$ cat src/rtl/wdt_pkg.sv
`timescale 1ns/1ps
package wdt_pkg;

    localparam int unsigned DATA_W = 32;
    localparam int unsigned WIDX_W = 10;

    localparam logic [WIDX_W-1:0] IDX_LOAD   = 10'h000;
    localparam logic [WIDX_W-1:0] IDX_VALUE  = 10'h001;
    localparam logic [WIDX_W-1:0] IDX_CTRL   = 10'h002;
    localparam logic [WIDX_W-1:0] IDX_INTCLR = 10'h003;
    localparam logic [WIDX_W-1:0] IDX_RAW    = 10'h004;
    localparam logic [WIDX_W-1:0] IDX_MASKED = 10'h005;
    localparam logic [WIDX_W-1:0] IDX_LOCK   = 10'h300;
    localparam logic [WIDX_W-1:0] IDX_ITCR   = 10'h3C0;
    localparam logic [WIDX_W-1:0] IDX_ITOP   = 10'h3C1;
    localparam logic [WIDX_W-1:0] IDX_ID0    = 10'h3F4;

    localparam logic [DATA_W-1:0] UNLOCK_KEY = 32'h1ACC_E551;

    typedef struct packed {
        logic rst_en;
        logic cnt_en;
    } ctrl_t;

    typedef struct packed {
        logic irq;
        logic rst;
    } itop_t;

    typedef struct packed {
        logic              ld;
        logic              clr;
        logic              en_rise;
        logic [DATA_W-1:0] wdata;
    } cnt_cmd_t;

    function automatic logic [7:0] id_byte(input logic [3:0] sel);
        case (sel)
            4'd0:    id_byte = 8'h04;
            4'd4:    id_byte = 8'h24;
            4'd5:    id_byte = 8'hB8;
            4'd6:    id_byte = 8'h1B;
            4'd8:    id_byte = 8'h0D;
            4'd9:    id_byte = 8'hF0;
            4'd10:   id_byte = 8'h05;
            4'd11:   id_byte = 8'hB1;
            default: id_byte = 8'h00;
        endcase
    endfunction

endpackage

$ cat src/rtl/wdt_regfile.sv
`timescale 1ns/1ps
module wdt_regfile
    import wdt_pkg::*;
#(
    parameter int unsigned CNT_W       = 32,
    parameter int unsigned STICKY_CTRL = 0
) (
    input  logic                 clk,
    input  logic                 rst,
    input  logic                 wr_en,
    input  logic [WIDX_W-1:0]    waddr,
    input  logic [DATA_W-1:0]    wdata,
    output logic [CNT_W-1:0]     load_q,
    output ctrl_t                ctrl_q,
    output logic                 locked_q,
    output logic                 itcr_q,
    output itop_t                itop_q,
    output cnt_cmd_t             cmd
);

    localparam bit STICKY = (STICKY_CTRL != 0);

    logic wr_ok;
    logic ctrl_frozen;
    logic ctrl_take;

    assign wr_ok       = wr_en && !locked_q;
    assign ctrl_frozen = STICKY && ctrl_q.cnt_en;
    assign ctrl_take   = wr_ok && (waddr == IDX_CTRL) && !ctrl_frozen;

    always_ff @(posedge clk) begin
        if (rst) begin
            load_q   <= '1;
            ctrl_q   <= '0;
            locked_q <= 1'b0;
        end else begin
            if (wr_en && (waddr == IDX_LOCK)) begin
                locked_q <= (wdata != UNLOCK_KEY);
            end
            if (wr_ok && (waddr == IDX_LOAD)) begin
                load_q <= wdata[CNT_W-1:0];
            end
            if (ctrl_take) begin
                ctrl_q <= ctrl_t'(wdata[1:0]);
            end
        end
    end

    generate
        if (STICKY) begin : g_no_test
            assign itcr_q = 1'b0;
            assign itop_q = '0;
        end else begin : g_test
            always_ff @(posedge clk) begin
                if (rst) begin
                    itcr_q <= 1'b0;
                    itop_q <= '0;
                end else begin
                    if (wr_ok && (waddr == IDX_ITCR)) begin
                        itcr_q <= wdata[0];
                    end
                    if (wr_ok && (waddr == IDX_ITOP)) begin
                        itop_q <= itop_t'(wdata[1:0]);
                    end
                end
            end
        end
    endgenerate

    always_comb begin
        cmd.ld      = wr_ok && (waddr == IDX_LOAD);
        cmd.clr     = wr_ok && (waddr == IDX_INTCLR);
        cmd.en_rise = ctrl_take && wdata[0] && !ctrl_q.cnt_en;
        cmd.wdata   = wdata;
    end

endmodule

$ cat src/rtl/wdt_downcount.sv
`timescale 1ns/1ps
module wdt_downcount
    import wdt_pkg::*;
#(
    parameter int unsigned CNT_W = 32
) (
    input  logic             clk,
    input  logic             rst,
    input  logic             tick_en,
    input  logic             run,
    input  logic [CNT_W-1:0] load_q,
    input  cnt_cmd_t         cmd,
    output logic [CNT_W-1:0] count_q,
    output logic             raw_q,
    output logic             rstreq_q
);

    logic active;
    logic at_zero;

    assign active  = run && !rstreq_q;
    assign at_zero = (count_q == '0);

    always_ff @(posedge clk) begin
        if (rst) begin
            count_q  <= '1;
            raw_q    <= 1'b0;
            rstreq_q <= 1'b0;
        end else begin
            if (cmd.clr) begin
                raw_q <= 1'b0;
            end
            if (cmd.ld) begin
                count_q <= cmd.wdata[CNT_W-1:0];
            end else if (cmd.clr || cmd.en_rise) begin
                count_q <= load_q;
            end else if (active && tick_en) begin
                if (!at_zero) begin
                    count_q <= count_q - 1'b1;
                end else if (!raw_q) begin
                    raw_q   <= 1'b1;
                    count_q <= load_q;
                end else begin
                    rstreq_q <= 1'b1;
                end
            end
        end
    end

endmodule

$ cat src/rtl/wdt_rdmux.sv
`timescale 1ns/1ps
module wdt_rdmux
    import wdt_pkg::*;
#(
    parameter int unsigned CNT_W = 32
) (
    input  logic              psel,
    input  logic [WIDX_W-1:0] raddr,
    input  logic [CNT_W-1:0]  load_q,
    input  logic [CNT_W-1:0]  count_q,
    input  ctrl_t             ctrl_q,
    input  logic              raw_q,
    input  logic              locked_q,
    input  logic              itcr_q,
    output logic [DATA_W-1:0] prdata
);

    logic [DATA_W-1:0] rd_word;
    logic [3:0]        id_sel;

    assign id_sel = raddr[3:0] - 4'h4;

    always_comb begin
        rd_word = '0;
        case (raddr)
            IDX_LOAD:   rd_word = DATA_W'(load_q);
            IDX_VALUE:  rd_word = DATA_W'(count_q);
            IDX_CTRL:   rd_word = DATA_W'(ctrl_q);
            IDX_RAW:    rd_word = DATA_W'(raw_q);
            IDX_MASKED: rd_word = DATA_W'(raw_q && ctrl_q.cnt_en);
            IDX_LOCK:   rd_word = DATA_W'(locked_q);
            IDX_ITCR:   rd_word = DATA_W'(itcr_q);
            default: begin
                if (raddr >= IDX_ID0) begin
                    rd_word = DATA_W'(id_byte(id_sel));
                end
            end
        endcase
    end

    assign prdata = psel ? rd_word : '0;

endmodule

$ cat src/rtl/wdt_outsel.sv
`timescale 1ns/1ps
module wdt_outsel
    import wdt_pkg::*;
(
    input  logic  itcr_q,
    input  itop_t itop_q,
    input  ctrl_t ctrl_q,
    input  logic  raw_q,
    input  logic  rstreq_q,
    output logic  irq_o,
    output logic  rst_req_o
);

    itop_t normal;

    always_comb begin
        normal.irq = raw_q && ctrl_q.cnt_en;
        normal.rst = rstreq_q && ctrl_q.rst_en;
        if (itcr_q) begin
            irq_o     = itop_q.irq;
            rst_req_o = itop_q.rst;
        end else begin
            irq_o     = normal.irq;
            rst_req_o = normal.rst;
        end
    end

endmodule

$ cat src/rtl/wdt_apb_lock.sv
`timescale 1ns/1ps
module wdt_apb_lock
    import wdt_pkg::*;
#(
    parameter int unsigned CNT_W       = 32,
    parameter int unsigned STICKY_CTRL = 0
) (
    input  logic        clk,
    input  logic        rst,
    input  logic        psel,
    input  logic        penable,
    input  logic        pwrite,
    input  logic [11:0] paddr,
    input  logic [31:0] pwdata,
    output logic [31:0] prdata,
    output logic        pready,
    output logic        pslverr,
    input  logic        tick_en,
    output logic        irq_o,
    output logic        rst_req_o
);

    logic              wr_en;
    logic [WIDX_W-1:0] widx;
    logic [CNT_W-1:0]  load_q;
    logic [CNT_W-1:0]  count_q;
    ctrl_t             ctrl_q;
    itop_t             itop_q;
    cnt_cmd_t          cmd;
    logic              locked_q;
    logic              itcr_q;
    logic              raw_q;
    logic              rstreq_q;
    logic              unused_lsb;

    assign wr_en      = psel && penable && pwrite;
    assign widx       = paddr[11:2];
    assign unused_lsb = ^paddr[1:0];
    assign pready     = 1'b1;
    assign pslverr    = 1'b0;

    wdt_regfile #(.CNT_W(CNT_W), .STICKY_CTRL(STICKY_CTRL)) regs_i (
        .clk(clk), .rst(rst), .wr_en(wr_en), .waddr(widx), .wdata(pwdata),
        .load_q(load_q), .ctrl_q(ctrl_q), .locked_q(locked_q),
        .itcr_q(itcr_q), .itop_q(itop_q), .cmd(cmd)
    );

    wdt_downcount #(.CNT_W(CNT_W)) cnt_i (
        .clk(clk), .rst(rst), .tick_en(tick_en), .run(ctrl_q.cnt_en),
        .load_q(load_q), .cmd(cmd), .count_q(count_q), .raw_q(raw_q),
        .rstreq_q(rstreq_q)
    );

    wdt_rdmux #(.CNT_W(CNT_W)) rd_i (
        .psel(psel), .raddr(widx), .load_q(load_q), .count_q(count_q),
        .ctrl_q(ctrl_q), .raw_q(raw_q), .locked_q(locked_q),
        .itcr_q(itcr_q), .prdata(prdata)
    );

    wdt_outsel out_i (
        .itcr_q(itcr_q), .itop_q(itop_q), .ctrl_q(ctrl_q), .raw_q(raw_q),
        .rstreq_q(rstreq_q), .irq_o(irq_o), .rst_req_o(rst_req_o)
    );

endmodule

$ cat config.mk
export PLATFORM = sky130hd
export DESIGN_NAME = wdt_apb_lock
export DESIGN_NICKNAME = d
export VERILOG_FILES = /design/src/rtl/wdt_pkg.sv /design/src/rtl/wdt_regfile.sv /design/src/rtl/wdt_downcount.sv /design/src/rtl/wdt_rdmux.sv /design/src/rtl/wdt_outsel.sv /design/src/rtl/wdt_apb_lock.sv
export SDC_FILE = /design/constraint.sdc
export NUM_CORES = 1
export LEC_CHECK = 0
export ABC_AREA = 1
export ABC_CLOCK_PERIOD_IN_PS = 4100
export BUFFER_PORTS_ARGS = -buffer_cell sky130_fd_sc_hd__buf_4
export CORE_MARGIN = 4
export CORE_UTILIZATION = 40
export DETAILED_ROUTE_END_ITERATION = 6
export PLACE_DENSITY = 0.67
export SETUP_SLACK_MARGIN = 0.3
export SLEW_MARGIN = 40
export SYNTH_ARGS = -nofsm -noshare
export SYNTH_HDL_FRONTEND = slang
export SYNTH_SLANG_ARGS = --single-unit
$ cat constraint.sdc
create_clock -name clk -period 4.1 [get_ports clk]
set_input_delay 0 -clock clk [delete_from_list [all_inputs] [get_ports clk]]
set_output_delay 0 -clock clk [all_outputs]
set_load 0.05 [all_outputs]
==> results.md <==
- Via-per-instance ratio: 4.87
- Commonest non-fill, non-tap cell in the layout: nand2_1
- Worst-Margin Slew: 0.766 ns
- Via count of the first global-routing pass: 5,570
- Drt pass-1 iters: 6
- Layout cells sized above 1: 0.124
- Grt met3 use: 0.0347
- Crit path top cell by count: nand2_1
- Post-synthesis sequential area ratio: 0.259
- Setup-failing EPs final: 0
- Mean Syn Cell Area: 5.87 um2
- Setup WS post-layout: 1.69 ns
- Initial Util: 0.414
- Hold Fails Final Rpt: 0
- Maximum VDD drop: 0.000192 V
- Largest cells by area after synthesis: dfxtp_1 (26%), nand2_1 (15%), inv_1 (11%)
- Clk_lat worst skew: 0.35 ns
- N_diodes: 0
- Crit-path max cell delay: 0.33 ns
- Post-synth design cell area: 5570 um2
- Detailed Route WL: 16,200 um
- Setup Skew: 0.00639 ns
- CP Class: flop to flop
- Fmax: 415 MHz
- CTS Hold Buffers Added: 30
- GR Layer Usage met2: 0.334
- CTS tree: yes
- GRT Total Usage: 0.206
- Synth Instances: 949
- Syn Nets: 1,009
- Setup TNS: 0 ns
- Core area: 13,500 um2
- Top_reg_cell synth: dfxtp_1
- Setup WS pre-CTS: 1.45 ns
- Count of flip-flops with a built-in enable after synthesis: 0
- CTS resizes: 0
- Initial antenna violation count: 0
- Most frequent cells in the layout: nand2_1 (228), inv_1 (162), nor2_1 (153)
- Number of port buffers: 81
- Grt total ovfl: 0
- Clock tree sinks: 72
- P_leak: 0.00340 uW
- Root Buffer: clkbuf_16
- Synth top area share: 0.259
- Cell variety after synth: 39
- Fin crit period: 2.41 ns
- MaxCap Viol Count: 0
- Area leader, netlist: dfxtp_1
- RD Place Congestion: 0.920
- Worst min-delay path class: input pin to flop
- #FFs+latches synth: 72
- CP Cell Sequence: inv_1, ha_1, nand2_1, nor2_1, nand3_1, nor2_4, nand2_1, nand2_2, nand2_4, o21ai_0, inv_1, nand2_1
- Setup bufs post-CTS: 0
- RSZ-0062 raised after global routing: no
- Pwr Density: 241 nW/um2
- CP max FO: 64
- Die Ht: 126 um
- Crit start category: flop
- Htree depth: 3
- Clock buffer depth: 2
- Worst path top cell family by delay: simple AND/OR/NAND/NOR gates
- Total CTS buffers: 9
- YS warnings: 0
- Die W: 126 um
- Vias: 5,922
- Met1 Use GR: 0.279
- Final #Nets: 1,095
- Status: complete, no violations
- Wire per inst: 13.3 um
- DRC Markers: 0
- Critical Path Sink Type: flop
- Crit path buffers/inverters: 2
- Largest net degree at the start of global routing: 65
- HPWL after DPL: 11,400 um
- Cell row count: 42
- Post-Route Utilization: 0.504
- Req. time, crit path: 4.39 ns
- Critical path arrival: 2.70 ns
- # IOs: 86
- Reg clk slew, reported paths: 0.06 ns
- Slew Viols, Final: 0
- Relative slew slack: 0.489
- Period Utilization, post-route: 0.588
- Busiest layer in global routing: met2
- Die Footprint: 15,900 um2
- Final ANT Viol Nets: 0
- Post-synth ARST share: 0
- First-pass GRT wire length: 26,900 um
- DR iter-0 viols: 437
- Area grow syn2layout: 21.7%
- Critical path's slowest cell: nand2_4
==> cells in the mapped netlist (2+ instances only) <==
master and n:
xor2_1 24, buf_4 7, nand2_4 3, or3_1 2
nand3_2 2, o22ai_1 31, conb_1 2, clkbuf_1 11
nand3_1 79, nor2_1 153, a21boi_0 3, nor4_1 4
dfxtp_1 72, buf_1 4, and3_1 2, nand2_1 228
inv_2 4, buf_6 8, o21ai_0 26, buf_2 10
nor2_2 6, ha_1 10, o211ai_1 15, a21oi_1 15
nand4_1 8, nor3_1 9, o21ai_1 28, nor2_4 5
nand2_2 6, inv_1 163
==> state kept, by name, indices dropped and copies added, names as in the netlist <==
signal           flops
regs_i.locked_q      1
cnt_i.raw_q          1
cnt_i.rstreq_q       1
regs_i.itop_q        2
regs_i.itcr_q        1
regs_i.ctrl_q        2
regs_i.load_q       32
cnt_i.count_q       32
==> worst min-delay path: cells and delay by family <==
kind          cells  cell delay [ns]
simple gates      2             0.23
buf+inv           2             0.11
==> where the power goes <==
part	total [uW]	internal, uW	switching [uW]
clock	812	503	309
sequential	700	700	0.170
combinational	124	60.0	64.3
total	1640	1260	373
==> stage by stage <==
| stage | hold slack (ns) | instances | area [um2] | power [uW] |
|---|---|---|---|---|
| finish | 0.0212 | 1216 | 6790 | 1640 |
| global route | 0.0361 | 1216 | 6790 | 1690 |
| CTS | 0.0177 | 1216 | 6780 | 1640 |
| detailed placement | 0.235 | 1170 | 6180 | 816 |
| global placement | 0.239 | 1170 | 6180 | 817 |
| floorplan | 0.104 | 949 | 5570 | 762 |
==> cell families (layout without fill, tap and decap cells) <==
group                    after synthesis  count (layout)  share of synthesized area
AND/OR/NAND/NOR                      511             511                      0.395
buffers and inverters                207             298                      0.157
AO/OA/AOI/OAI                        122             122                      0.126
flip-flops                            72              72                      0.259
XOR/XNOR                              25              25                     0.0393
adder cells (fa/ha/maj)               10              10                     0.0224
other                                  2               2                    0.00135
==> area by class of cell <==
cell class / count / area [um2]
Inverter: 167 / 628
Clock inverter: 3 / 40.0
Fill cell: 1473 / 6670
Clock buffer: 13 / 260
Sequential cell: 72 / 1440
Timing Repair Buffer: 115 / 938
Multi-Input combinational cell: 670 / 3260
Tap cell: 176 / 220
==> per-layer routing <==
| layer | wire [um] | part of all wire |
|---|---|---|
| met3 | 755 | 0.047 |
| met1 | 7690 | 0.48 |
| met4 | 270 | 0.017 |
| met2 | 7480 | 0.46 |
| met5 | 0 | 0 |
==> worst paths after layout <==
check,startpoint,depth (start not counted),slack (ns),to
max,cnt_i.count_q[0]$_SDFFE_PP1P_,12,1.69,cnt_i.count_q[27]$_SDFFE_PP1P_
min,pwdata[29],4,0.02,regs_i.load_q[29]$_SDFFE_PP1P_
max reg2reg,cnt_i.count_q[0]$_SDFFE_PP1P_,12,1.69,cnt_i.count_q[27]$_SDFFE_PP1P_
min reg2reg,regs_i.load_q[8]$_SDFFE_PP1P_,2,0.52,regs_i.load_q[8]$_SDFFE_PP1P_
Note: power is estimated with default switching activity, not from simulation.
